[src/rtl/rxto_pkg.sv]
package rxto_pkg;
  typedef enum logic [1:0] {
    MODE_UART = 2'd0,
    MODE_SIR  = 2'd1,
    MODE_CIR  = 2'd2,
    MODE_RSV  = 2'd3
  } rx_mode_e;
endpackage

[src/rtl/rxto_sat_cnt.sv]
module rxto_sat_cnt #(
  parameter int LIMIT = 5
) (
  input  logic clk,
  input  logic rst_n,
  input  logic restart,
  input  logic tick,
  output logic at_limit
);
  localparam int CNT_W = $clog2(LIMIT + 1);
  localparam logic [CNT_W-1:0] MAXV = CNT_W'(LIMIT);

  logic [CNT_W-1:0] cnt_q, cnt_d;
  logic             cnt_en;

  always_comb begin
    cnt_en = restart || (tick && (cnt_q != MAXV));
    cnt_d  = restart ? '0 : cnt_q + 1'b1;
  end

  always_ff @(posedge clk or negedge rst_n) begin
    if (!rst_n)      cnt_q <= '0;
    else if (cnt_en) cnt_q <= cnt_d;
  end

  assign at_limit = (cnt_q == MAXV);

  assert_no_overflow_R9: assert property (@(posedge clk) disable iff (!rst_n)
    cnt_q <= MAXV);
  assert_hold_at_limit_R9: assert property (@(posedge clk) disable iff (!rst_n)
    at_limit && !restart |=> at_limit);
  assert_restart_zero_R2: assert property (@(posedge clk) disable iff (!rst_n)
    restart |=> cnt_q == '0);
endmodule

[src/rtl/rxto_flag.sv]
module rxto_flag (
  input  logic clk,
  input  logic rst_n,
  input  logic set,
  input  logic clr,
  output logic flag
);
  logic flag_q, flag_d, flag_en;

  always_comb begin
    flag_en = clr || set;
    flag_d  = !clr;
  end

  always_ff @(posedge clk or negedge rst_n) begin
    if (!rst_n)       flag_q <= 1'b0;
    else if (flag_en) flag_q <= flag_d;
  end

  assign flag = flag_q;

  assert_pop_clears_R5: assert property (@(posedge clk) disable iff (!rst_n)
    clr |=> !flag);
  assert_sticky_R5: assert property (@(posedge clk) disable iff (!rst_n)
    flag && !clr |=> flag);
endmodule

[src/rtl/rx_fifo_timeout.sv]
module rx_fifo_timeout
  import rxto_pkg::*;
#(
  parameter int LVL_W      = 6,
  parameter int CHAR_TIMES = 4,
  parameter int CIR_US     = 64
) (
  input  logic             clk,
  input  logic             rst_n,
  input  logic [1:0]       mode,
  input  logic [LVL_W-1:0] level,
  input  logic [LVL_W-1:0] thresh,
  input  logic             push,
  input  logic             pop,
  input  logic             rx_active,
  input  logic             char_tick,
  input  logic             us_tick,
  input  logic             irq_en,
  input  logic             dma_en,
  input  logic             ext_mode,
  output logic             timeout,
  output logic             irq_req,
  output logic             dma_req,
  output logic             below_thr
);
  localparam int CHAR_LIM = CHAR_TIMES + 1;

  // reset: asserted asynchronously, released on a clock edge
  logic [1:0] rst_sync_q;
  logic       rst_int_n;

  always_ff @(posedge clk or negedge rst_n) begin
    if (!rst_n) rst_sync_q <= 2'b00;
    else        rst_sync_q <= {rst_sync_q[0], 1'b1};
  end
  assign rst_int_n = rst_sync_q[1];

  logic fifo_touch, char_full, us_full, idle_full;
  logic is_cir, char_rule, cir_rule, expire;

  assign fifo_touch = push || pop;
  assign is_cir     = (mode == MODE_CIR);

  rxto_sat_cnt #(.LIMIT(CHAR_LIM)) u_char_cnt (
    .clk(clk), .rst_n(rst_int_n), .restart(fifo_touch),
    .tick(char_tick), .at_limit(char_full));

  rxto_sat_cnt #(.LIMIT(CIR_US)) u_touch_us_cnt (
    .clk(clk), .rst_n(rst_int_n), .restart(fifo_touch),
    .tick(us_tick), .at_limit(us_full));

  rxto_sat_cnt #(.LIMIT(CIR_US)) u_idle_us_cnt (
    .clk(clk), .rst_n(rst_int_n), .restart(rx_active),
    .tick(us_tick), .at_limit(idle_full));

  always_comb begin
    char_rule = !is_cir && char_full;
    cir_rule  = is_cir && !rx_active && us_full && idle_full;
    expire    = (level != '0) && (char_rule || cir_rule);
  end

  rxto_flag u_flag (
    .clk(clk), .rst_n(rst_int_n), .set(expire), .clr(pop), .flag(timeout));

  always_comb begin
    irq_req   = timeout && irq_en;
    dma_req   = timeout && dma_en && ext_mode;
    below_thr = timeout && (level < thresh);
  end

  assert_rise_needs_data_R1: assert property (@(posedge clk) disable iff (!rst_int_n)
    $rose(timeout) |-> $past(level) != '0);
  assert_char_rule_R2: assert property (@(posedge clk) disable iff (!rst_int_n)
    $rose(timeout) && ($past(mode) != MODE_CIR) |-> $past(char_full));
  assert_cir_idle_R3: assert property (@(posedge clk) disable iff (!rst_int_n)
    $rose(timeout) && ($past(mode) == MODE_CIR) |-> !$past(rx_active) && $past(idle_full));
  assert_cir_touch_R4: assert property (@(posedge clk) disable iff (!rst_int_n)
    $rose(timeout) && ($past(mode) == MODE_CIR) |-> $past(us_full));
  assert_irq_gate_R6: assert property (@(posedge clk) disable iff (!rst_int_n)
    irq_req |-> timeout);
  assert_dma_gate_R7: assert property (@(posedge clk) disable iff (!rst_int_n)
    dma_req |-> timeout && ext_mode);
  assert_below_R8: assert property (@(posedge clk) disable iff (!rst_int_n)
    below_thr |-> timeout);
endmodule

[config.mk]
export PLATFORM = sky130hd
export DESIGN_NAME = rx_fifo_timeout
export DESIGN_NICKNAME = d
export VERILOG_FILES = /design/src/rtl/rxto_pkg.sv /design/src/rtl/rxto_sat_cnt.sv /design/src/rtl/rxto_flag.sv /design/src/rtl/rx_fifo_timeout.sv
export SDC_FILE = /design/constraint.sdc
export NUM_CORES = 1
export LEC_CHECK = 0
export ABC_AREA = 1
export CORE_AREA = 5 5 63 65
export CTS_BUF_LIST = sky130_fd_sc_hd__clkbuf_8 sky130_fd_sc_hd__clkbuf_16
export DETAILED_ROUTE_END_ITERATION = 10
export DIE_AREA = 0 0 68 70
export SLEW_MARGIN = 15
export SYNTH_ARGS = -nofsm -noshare
export SYNTH_HDL_FRONTEND = slang
export SYNTH_SLANG_ARGS = --single-unit
[constraint.sdc]
create_clock -name clk -period 2.1 [get_ports clk]
set_input_delay 0.21 -clock clk [delete_from_list [all_inputs] [get_ports clk]]
set_output_delay 0.21 -clock clk [all_outputs]
set_load 0.02 [all_outputs]
==> impl_metrics.yaml <==
floorplan:
  ios: 28
  fp.dieW_um: 68
  die-area_sq_um: 4760
  initial_core_util: 0.384
  coreArea_sq_um: 3280
  die_height_um: 70
  fp-row-count: 21
critical_path:
  crit_path_end_kind: "primary output"
  slowest_delay_ns: 0.46
  critPathKind: "input port to primary output"
  slowest_stage: "clkdlybuf4s50_1"
  path_max_fanout: 3
  path_cells: "clkdlybuf4s50_1 -> inv_1 -> ha_1 -> a21oi_1 -> o21ai_0 -> nor3_1 -> dlygate4sd2_1"
  critPathArrivalTime_ns: 1.78
  critPathTopFamily: "buffers and inverters"
  worst_setup_path_start_kind: "input port"
  path_buf_inv: 3
  critPathRequiredTime_ns: 1.89
synthesis:
  synth_area_sq_um: 1260
  syn_avg_cell_area_sq_um: 7.50
  yosysMostFrequentCell: "inv_1"
  yosys.cell_types.count: 20
  yosysSeqAreaShare: 0.397
  ys_async_sr_fraction: 1.00
  netlist_top_cells_count: "inv_1, nand2_1, dfrtp_1"
  synth_edf_count: 0
  synth-seq-cells: 20
  syn_nets: 203
  ys_warn_count: 0
  synth_cells: 168
  synth_top_area_cell: "dfrtp_1"
  synth_ff_type: "dfrtp_1"
  synth.top_cell.area_share: 0.397
  synth_area_leaders: "dfrtp_1, ha_1, inv_1"
outcome:
  status: "completed"
drt:
  viasPerCell: 4.66
  antenna_left: 0
  drt-pass1-iter-count: 4
  first_iter_violations: 49
  vias: 1146
  wl_per_cell_um: 11.4
  wl_um: 2800
  drc: 0
pwr:
  power_density_nw_per_um2: 490
  ir_drop_uv: 396
  pwr-share-seq: 0.500
  p_leak_nw: 0.790
  switching_power_uw: 190
  cell_internal_pwr_uw: 620
  power_frac_clock: 0.367
  swShare: 0.234
  p_comb_frac: 0.132
finish:
  antenna_cells: 0
  final_core_util: 0.503
  final_nets: 236
  final_cells: 246
  drive_above_1_share: 0.0450
  syn_to_final_growth_pct: 31.1
placement:
  gp_congestion: 0.828
  dpl_worst_slack_ns: -0.189
  hpwl_um: 2270
  dpl.cell_count: 242
  io_buffer_count: 27
clock_network:
  cts_tree: "done"
  clk_latency_ns: 0.26
  clockBufferDepth: 2
  numClockSinks: 20
  cts_buffers: 3
  root_buffer: "clkbuf_8"
  cts_resized: 1
  postCtsHoldBufs: 0
  htree_levels: 1
  clk_pin_slew_ns: 0.08
  cts_setup_buffers: 0
sta:
  rsz0062_at_grt: "false"
  setup_slack_ns: 0.107
  relSlewSlack: 0.485
  setup-violations-final: 0
  skew_ns: 0.00356
  tns_ns: 0
  post-route-period-util: 0.949
  min_period_ns: 1.99
  fmax_mhz: 502
  finalHoldViolCount: 0
  max_slew.worst_pin.slew_ns: 0.772
  slew_viol_final: 0
  timing.hold.ws_ns: 0.103
global_route:
  grt_pass1_wl_um: 5020
  antenna_found_initial: 0
  grt_max_degree: 19
  grtUsageTotal: 0.133
  grt_pass1_vias: 1137
  overflow: 0
flow_run:
  cap_violations: 0
hold_path:
  hp-class: "input port to asynchronous set/reset pin"
[final timing paths]
check	from	to	slack (ns)	depth (start not counted)
worst max-delay path	thresh[5]	below_thr	0.11	7
worst min-delay path	rst_n	rst_sync_q[1]	0.10	1
worst max register to register	u_touch_us_cnt.cnt_q[0]	u_touch_us_cnt.cnt_q[5]	0.70	9
worst min register to register	rst_sync_q[1]	u_idle_us_cnt.cnt_q[0]	0.32	0
max in group asynchronous	rst_sync_q[1]	u_touch_us_cnt.cnt_q[2]	1.29	0
min in group clk	rst_sync_q[0]	rst_sync_q[1]	0.36	0
[cells in the final DEF, fill, tap and decap left out]
| master | n |
|---|---|
| nor2_1 | 15 |
| nand2_1 | 29 |
| buf_4 | 2 |
| and3_1 | 1 |
| inv_1 | 31 |
| o21a_1 | 1 |
| clkdlybuf4s50_1 | 26 |
| nor3_2 | 1 |
| nor3_1 | 4 |
| xor2_1 | 2 |
| conb_1 | 1 |
| o22ai_1 | 1 |
| xnor2_1 | 1 |
| clkbuf_8 | 4 |
| or2_0 | 1 |
| a21oi_1 | 8 |
| nand4_1 | 5 |
| nand2_2 | 2 |
| nand3_1 | 18 |
| dlygate4sd2_1 | 1 |
| dfrtp_1 | 20 |
| ha_1 | 11 |
| o21ai_0 | 15 |
[state kept, by name (all words and copies together), names as in the netlist]
register / cells
rst_sync_q: 2
u_char_cnt.cnt_q: 3
u_flag.flag: 1
u_idle_us_cnt.cnt_q: 7
u_touch_us_cnt.cnt_q: 7
[metrics by stage]
| stage | power [mW] | area (sq um) |
|---|---|---|
| detailed placement | 0.521 | 1600 |
| global placement | 0.517 | 1600 |
| floorplan | 0.456 | 1260 |
| global route | 0.855 | 1650 |
| CTS | 0.823 | 1650 |
| finish | 0.809 | 1650 |
[power by group through the flow]
stage / registers, mW / logic (mW) / clock network, mW
final: 0.405 / 0.107 / 0.297
after global routing: 0.408 / 0.122 / 0.324
after global placement: 0.413 / 0.103 / 0
after CTS: 0.406 / 0.108 / 0.309
after detailed placement: 0.414 / 0.107 / 0
after floorplan: 0.410 / 0.0461 / 0
[layer usage]
layer,part of all wire,vias to the layer above,track usage
li1,-,603,-
met1,0.44,521,0.166
met2,0.52,18,0.229
met3,0.029,4,0.0353
met4,0.010,0,0.0199
met5,0,-,0
[cell families (layout without fill, tap and decap cells)]
| group | Yosys count | after routing | synth area share |
|---|---|---|---|
| AND/OR/NAND/NOR | 76 | 76 | 0.271 |
| other | 1 | 1 | 0.00298 |
| XOR/XNOR | 3 | 3 | 0.0209 |
| buffers and inverters | 32 | 64 | 0.0963 |
| flip-flops | 20 | 20 | 0.397 |
| adder cells (fa/ha/maj) | 11 | 11 | 0.109 |
| AO/OA/AOI/OAI | 25 | 25 | 0.102 |
[cell type report]
type                       instances  area (sq um)
fill                             326          1630
multi-input combinational        116           638
sequential                        20           500
timing repair buffer              29           284
inverter                          31           116
tap                               46          57.6
clock buffer                       4          55.1
Power figures use the tool's default switching activity.
